===== config.mk =====
export PLATFORM = sky130hd
export DESIGN_NAME = seq_pc_sequencer
export DESIGN_NICKNAME = d
export VERILOG_FILES = /design/src/rtl/seq_pkg.sv /design/src/rtl/seq_next_pc.sv /design/src/rtl/seq_link_reg.sv /design/src/rtl/seq_done_pulse.sv /design/src/rtl/seq_pc_sequencer.sv
export SDC_FILE = /design/constraint.sdc
export NUM_CORES = 1
export LEC_CHECK = 0
export BUFFER_PORTS_ARGS = -buffer_cell sky130_fd_sc_hd__buf_4
export CAP_MARGIN = 25
export CELL_PAD_IN_SITES_DETAIL_PLACEMENT = 0
export CELL_PAD_IN_SITES_GLOBAL_PLACEMENT = 1
export CORE_MARGIN = 3
export CORE_UTILIZATION = 39
export CTS_CLUSTER_SIZE = 20
export DETAILED_ROUTE_END_ITERATION = 10
export GPL_ROUTABILITY_DRIVEN = 0
export GPL_TIMING_DRIVEN = 1
export PLACE_DENSITY_LB_ADDON = 0.1
export SKIP_CTS_REPAIR_TIMING = 1
export SYNTH_ARGS = -nofsm -noshare
export SYNTH_HDL_FRONTEND = slang
export SYNTH_SLANG_ARGS = --single-unit

===== constraint.sdc =====
create_clock -name clk_i -period 5.3 [get_ports clk_i]
set_input_delay 0.53 -clock clk_i [delete_from_list [all_inputs] [get_ports clk_i]]
set_output_delay 0.53 -clock clk_i [all_outputs]
set_load 0.01 [all_outputs]

===== src/rtl/seq_pkg.sv =====
package seq_pkg;
  typedef enum logic [2:0] {
    OP_NOP  = 3'd0,
    OP_BEQ  = 3'd1,
    OP_BNE  = 3'd2,
    OP_JMP  = 3'd3,
    OP_JREG = 3'd4,
    OP_RET  = 3'd5,
    OP_DONE = 3'd6,
    OP_RSVD = 3'd7
  } seq_op_e;
endpackage


===== src/rtl/seq_next_pc.sv =====
module seq_next_pc
  import seq_pkg::*;
#(
  parameter int PC_W   = 10,
  parameter int DATA_W = 16,
  parameter int OFS_W  = 8
) (
  input  seq_op_e           op_i,
  input  logic [PC_W-1:0]   pc_i,
  input  logic [PC_W-1:0]   link_i,
  input  logic [DATA_W-1:0] rs_a_i,
  input  logic [DATA_W-1:0] rs_b_i,
  input  logic [OFS_W-1:0]  offset_i,
  input  logic [PC_W-1:0]   target_i,
  output logic [PC_W-1:0]   pc_inc_o,
  output logic [PC_W-1:0]   pc_nxt_o
);
  localparam int EXT_W = PC_W - OFS_W;

  logic [PC_W-1:0] ofs_ext;
  logic [PC_W-1:0] pc_rel;
  logic            ops_eq;

  assign ofs_ext  = {{EXT_W{offset_i[OFS_W-1]}}, offset_i};
  assign pc_rel   = pc_i + ofs_ext;
  assign pc_inc_o = pc_i + PC_W'(1);
  assign ops_eq   = (rs_a_i == rs_b_i);

  always_comb begin
    unique case (op_i)
      OP_BEQ:  pc_nxt_o = ops_eq  ? pc_rel : pc_inc_o;
      OP_BNE:  pc_nxt_o = !ops_eq ? pc_rel : pc_inc_o;
      OP_JMP:  pc_nxt_o = target_i;
      OP_JREG: pc_nxt_o = rs_a_i[PC_W-1:0];
      OP_RET:  pc_nxt_o = link_i;
      default: pc_nxt_o = pc_inc_o;
    endcase
  end
endmodule


===== src/rtl/seq_link_reg.sv =====
module seq_link_reg #(
  parameter int PC_W = 10
) (
  input  logic            clk_i,
  input  logic            rst_ni,
  input  logic            we_i,
  input  logic [PC_W-1:0] d_i,
  output logic [PC_W-1:0] q_o
);
  always_ff @(posedge clk_i or negedge rst_ni) begin
    if (!rst_ni)   q_o <= '0;
    else if (we_i) q_o <= d_i;
  end
endmodule


===== src/rtl/seq_done_pulse.sv =====
module seq_done_pulse (
  input  logic clk_i,
  input  logic rst_ni,
  input  logic fire_i,
  output logic done_o
);
  always_ff @(posedge clk_i or negedge rst_ni) begin
    if (!rst_ni) done_o <= 1'b0;
    else         done_o <= fire_i;
  end
endmodule


===== src/rtl/seq_pc_sequencer.sv =====
module seq_pc_sequencer
  import seq_pkg::*;
#(
  parameter int PC_W   = 10,
  parameter int DATA_W = 16,
  parameter int OFS_W  = 8
) (
  input  logic              clk_i,
  input  logic              rst_ni,
  input  logic [2:0]        op_i,
  input  logic [DATA_W-1:0] rs_a_i,
  input  logic [DATA_W-1:0] rs_b_i,
  input  logic [OFS_W-1:0]  offset_i,
  input  logic [PC_W-1:0]   target_i,
  output logic [PC_W-1:0]   pc_o,
  output logic              done_o
);
  seq_op_e         op;
  logic [PC_W-1:0] link_q;
  logic [PC_W-1:0] pc_inc;
  logic [PC_W-1:0] pc_nxt;

  assign op = seq_op_e'(op_i);

  seq_next_pc #(.PC_W(PC_W), .DATA_W(DATA_W), .OFS_W(OFS_W)) i_next (
    .op_i     (op),
    .pc_i     (pc_o),
    .link_i   (link_q),
    .rs_a_i   (rs_a_i),
    .rs_b_i   (rs_b_i),
    .offset_i (offset_i),
    .target_i (target_i),
    .pc_inc_o (pc_inc),
    .pc_nxt_o (pc_nxt)
  );

  // only the indirect jump records a return point; no stack
  seq_link_reg #(.PC_W(PC_W)) i_link (
    .clk_i  (clk_i),
    .rst_ni (rst_ni),
    .we_i   (op == OP_JREG),
    .d_i    (pc_inc),
    .q_o    (link_q)
  );

  seq_done_pulse i_done (
    .clk_i  (clk_i),
    .rst_ni (rst_ni),
    .fire_i (op == OP_DONE),
    .done_o (done_o)
  );

  always_ff @(posedge clk_i or negedge rst_ni) begin
    if (!rst_ni) pc_o <= '0;
    else         pc_o <= pc_nxt;
  end
endmodule


==> key figures <==
Critical path
  • Worst Path Arrival: 2.65 ns
  • Path type of the worst setup path: reg2reg
  • CP top delay family: adder cells
  • Worst path cell trace: ha_1 > inv_1 > fa_1 > nor2b_1 > o2111ai_1 > nand3_1 > o211ai_1 > xnor2_1 > a221o_2
  • Worst setup path start: pc_o[0]$_DFF_PN0_
  • CP max stage delay: 0.54 ns
  • Startpoint types: flip-flop
  • Crit. End Element: flip-flop
  • Crit path buf inv count: 1
  • Crit Reg-Reg Startpoint: pc_o[0]$_DFF_PN0_
  • Critical Path RT: 5.44 ns
  • Max FO, Critical Path: 8
  • CP max stage cell: dfrtp_1

Floorplanning
  • DIE WIDTH: 72.1 um
  • I/O pins: 66
  • Die Area: 5200 sq um
  • FP Rows: 23
  • Initial Utilization: 41.4%
  • Die height: between 70 and 80 um
  • Core area: 4120 sq um

Synthesis
  • Async set-reset flop share out of synthesis: 100%
  • Synth Instances: around 180
  • Main flop type after synthesis: dfrtp_1
  • Most common cell in the netlist: xnor2_1
  • Post-synth net total: 245
  • Top cells by count, synth: 26 x xnor2_1, 21 x dfrtp_1, 15 x o21ai_0
  • Synthesis warning total: 0
  • Synth unique cells: 34
  • Post-synth EDFFs: 0
  • Average cell area after synthesis: 9.52 sq um
  • Register bit total from synthesis: 21
  • Seq/Total Area, Yosys: 30.8%
  • Top post-synthesis cells by area: dfrtp_1 31%, xnor2_1 13%, ha_1 7.3%
  • Synth Cell Area: about 1700 sq um
  • Post-synth top area cell: dfrtp_1
  • Share of the synthesized area in the top cell type: 30.8%

Placement
  • Pre-CTS setup slack: 2.80 ns
  • IO Port Bufs: 65
  • Final HPWL DP: 3770 um

Clock network
  • Skew-Pair Late Insertion Delay: 0.26 ns
  • Worst-path clk slew: 0.08 ns
  • TritonCTS clock tree: done
  • Clock tree buffer depth: 2
  • CTS Buf Count: 3
  • Clock sinks: 21
  • H-tree depth: 1
  • CTS root buf: clkbuf_8

Min path
  • HP Class: in2async

Global route
  • Initial antenna violation count: 0
  • Total Routing Usage GR: 18.4%
  • Grt ovf: 0
  • Largest net degree at the start of global routing: 22
  • Vias in the first global route: 1501
  • First-pass GRT wire length: about 7400 um

Detailed routing
  • Detail Route Antenna Nets: 0
  • Final WL: 4700 um
  • Via-to-Cell Ratio: 5.34
  • Vias: around 1600
  • DR WL/cell: 15.9 um
  • First drt pass iteration count: 4
  • DRC violation count after routing: 0
  • Iter 0 DRT Violations: 80

STA
  • RSZ-0062 raised after global routing: no
  • Fin. Hold Viols: 0
  • F_max: 398 MHz
  • Rel. slew slack: approximately 54%
  • Post-layout minimum cycle time: approximately 2.5 ns
  • Worst-margin pin slew: 0.683 ns
  • Slew Limit Fails: 0
  • Final critical-path share of the clock period: 47.4%
  • Worst setup margin: 2.79 ns
  • Setup_tns: 0 ns
  • Clk_skew: 0.00684 ns
  • Final Setup Violations: 0

Layout
  • Layout cells sized above 1: 35.0%
  • Register area: 526 sq um
  • Area of the multi-input gates: 1140 sq um
  • # diodes: 0
  • Final nets: approximately 310
  • Filler cells: 391
  • Area added between synthesis and finish: 34.2%

Power and ir drop
  • LEAKAGE: between 1 and 1.5 nW
  • Max VDD drop: 161 uV
  • Total power per unit cell area: roughly 310 nW/um^2

Status
  • Status: completed

Run
  • MaxCap Viol Count: 0
kinds of logic after synthesis:
kind of cell               count (synthesis)  synth area share [%]
xor gates and xnor gates                  33                  17.0
muxes                                     15                  9.77
buffers and inverters                      8                  2.35
DFF                                       21                  30.8
AOI/OAI and AO/OA                         43                  16.7
and+or+nand+nor                           48                  14.8
adders and majority gates                 11                  8.52
through the flow:
step	power [mW]	util [%]	instances	cell area [sq um]	hold WS [ns]
after floorplan	0.466	-	179	1700	0.234
after global placement	0.601	54.3	291	2230	0.435
after detailed placement	0.602	54.3	291	2230	0.438
after CTS	0.712	55.4	295	2280	0.146
after global routing	0.763	55.6	296	2290	0.143
final	0.703	55.6	296	2290	0.142
state kept, by name, indices dropped and copies added, names as in the netlist:
name and cells:
i_done.done_o 1, i_link.q_o 10, pc_o 10
per-layer routing:
layer  share of wire [%]  up-vias  GRT usage, %
met1                  44      733          25.6
met5                   0        -             0
met3                 5.9        6          3.19
met4                 1.4        0          4.59
li1                    -      793             -
met2                  49       48          29.5
path summary, 6_finish.rpt:
path	cells past startpoint	slack [ns]	to
setup / recovery	9	2.79	pc_o[8]$_DFF_PN0_
hold / removal	1	0.14	pc_o[6]$_DFF_PN0_
min in group clk_i	3	0.50	pc_o[0]$_DFF_PN0_
max in group asynchronous	1	4.94	i_link.q_o[0]$_DFFE_PN0N_
setup reg to reg	9	2.79	pc_o[8]$_DFF_PN0_
hold reg to reg	1	0.51	i_link.q_o[1]$_DFFE_PN0N_
power by group:
group / switching [mW] / total, mW / internal (mW) / leakage (nW)
logic: 0.165 / 0.344 / 0.179 / 0.777
clock network: 0.0542 / 0.106 / 0.0523 / 0.0255
registers: 0.0481 / 0.253 / 0.204 / 0.254
total: 0.267 / 0.703 / 0.436 / 1.06
cells in the final DEF, fill, tap and decap left out:
cell and count:
xnor2_1 26, dfrtp_1 21, mux2i_2 1, fa_1 1, mux2i_1 4, a222oi_1 7
nor3_1 1, nand3_1 4, o2111ai_1 1, or3b_2 1, and3_1 7, a21o_1 1
a211oi_1 1, inv_1 5, o21ai_1 1, xor2_1 7, nor4_4 1, buf_4 66
and2_0 1, nor2b_1 2, o211ai_1 2, a221o_2 3, mux2_2 10, nand2b_1 1
nand4_1 4, clkbuf_8 3, nand3b_1 1, o21ai_0 15, clkinv_2 1, a21oi_1 11
or3_1 1, ha_1 10, nand2_1 11, nor2_1 13, o31ai_1 1
cell type report:
cell class,instances,share of cell area [%]
multi-input combinational,150,49.8
sequential,21,23.0
timing repair buffer,66,21.7
tap,50,2.74
clock buffer,3,1.81
inverter,5,0.821
clock inverter,1,0.219
Power figures use the tool's default switching activity.
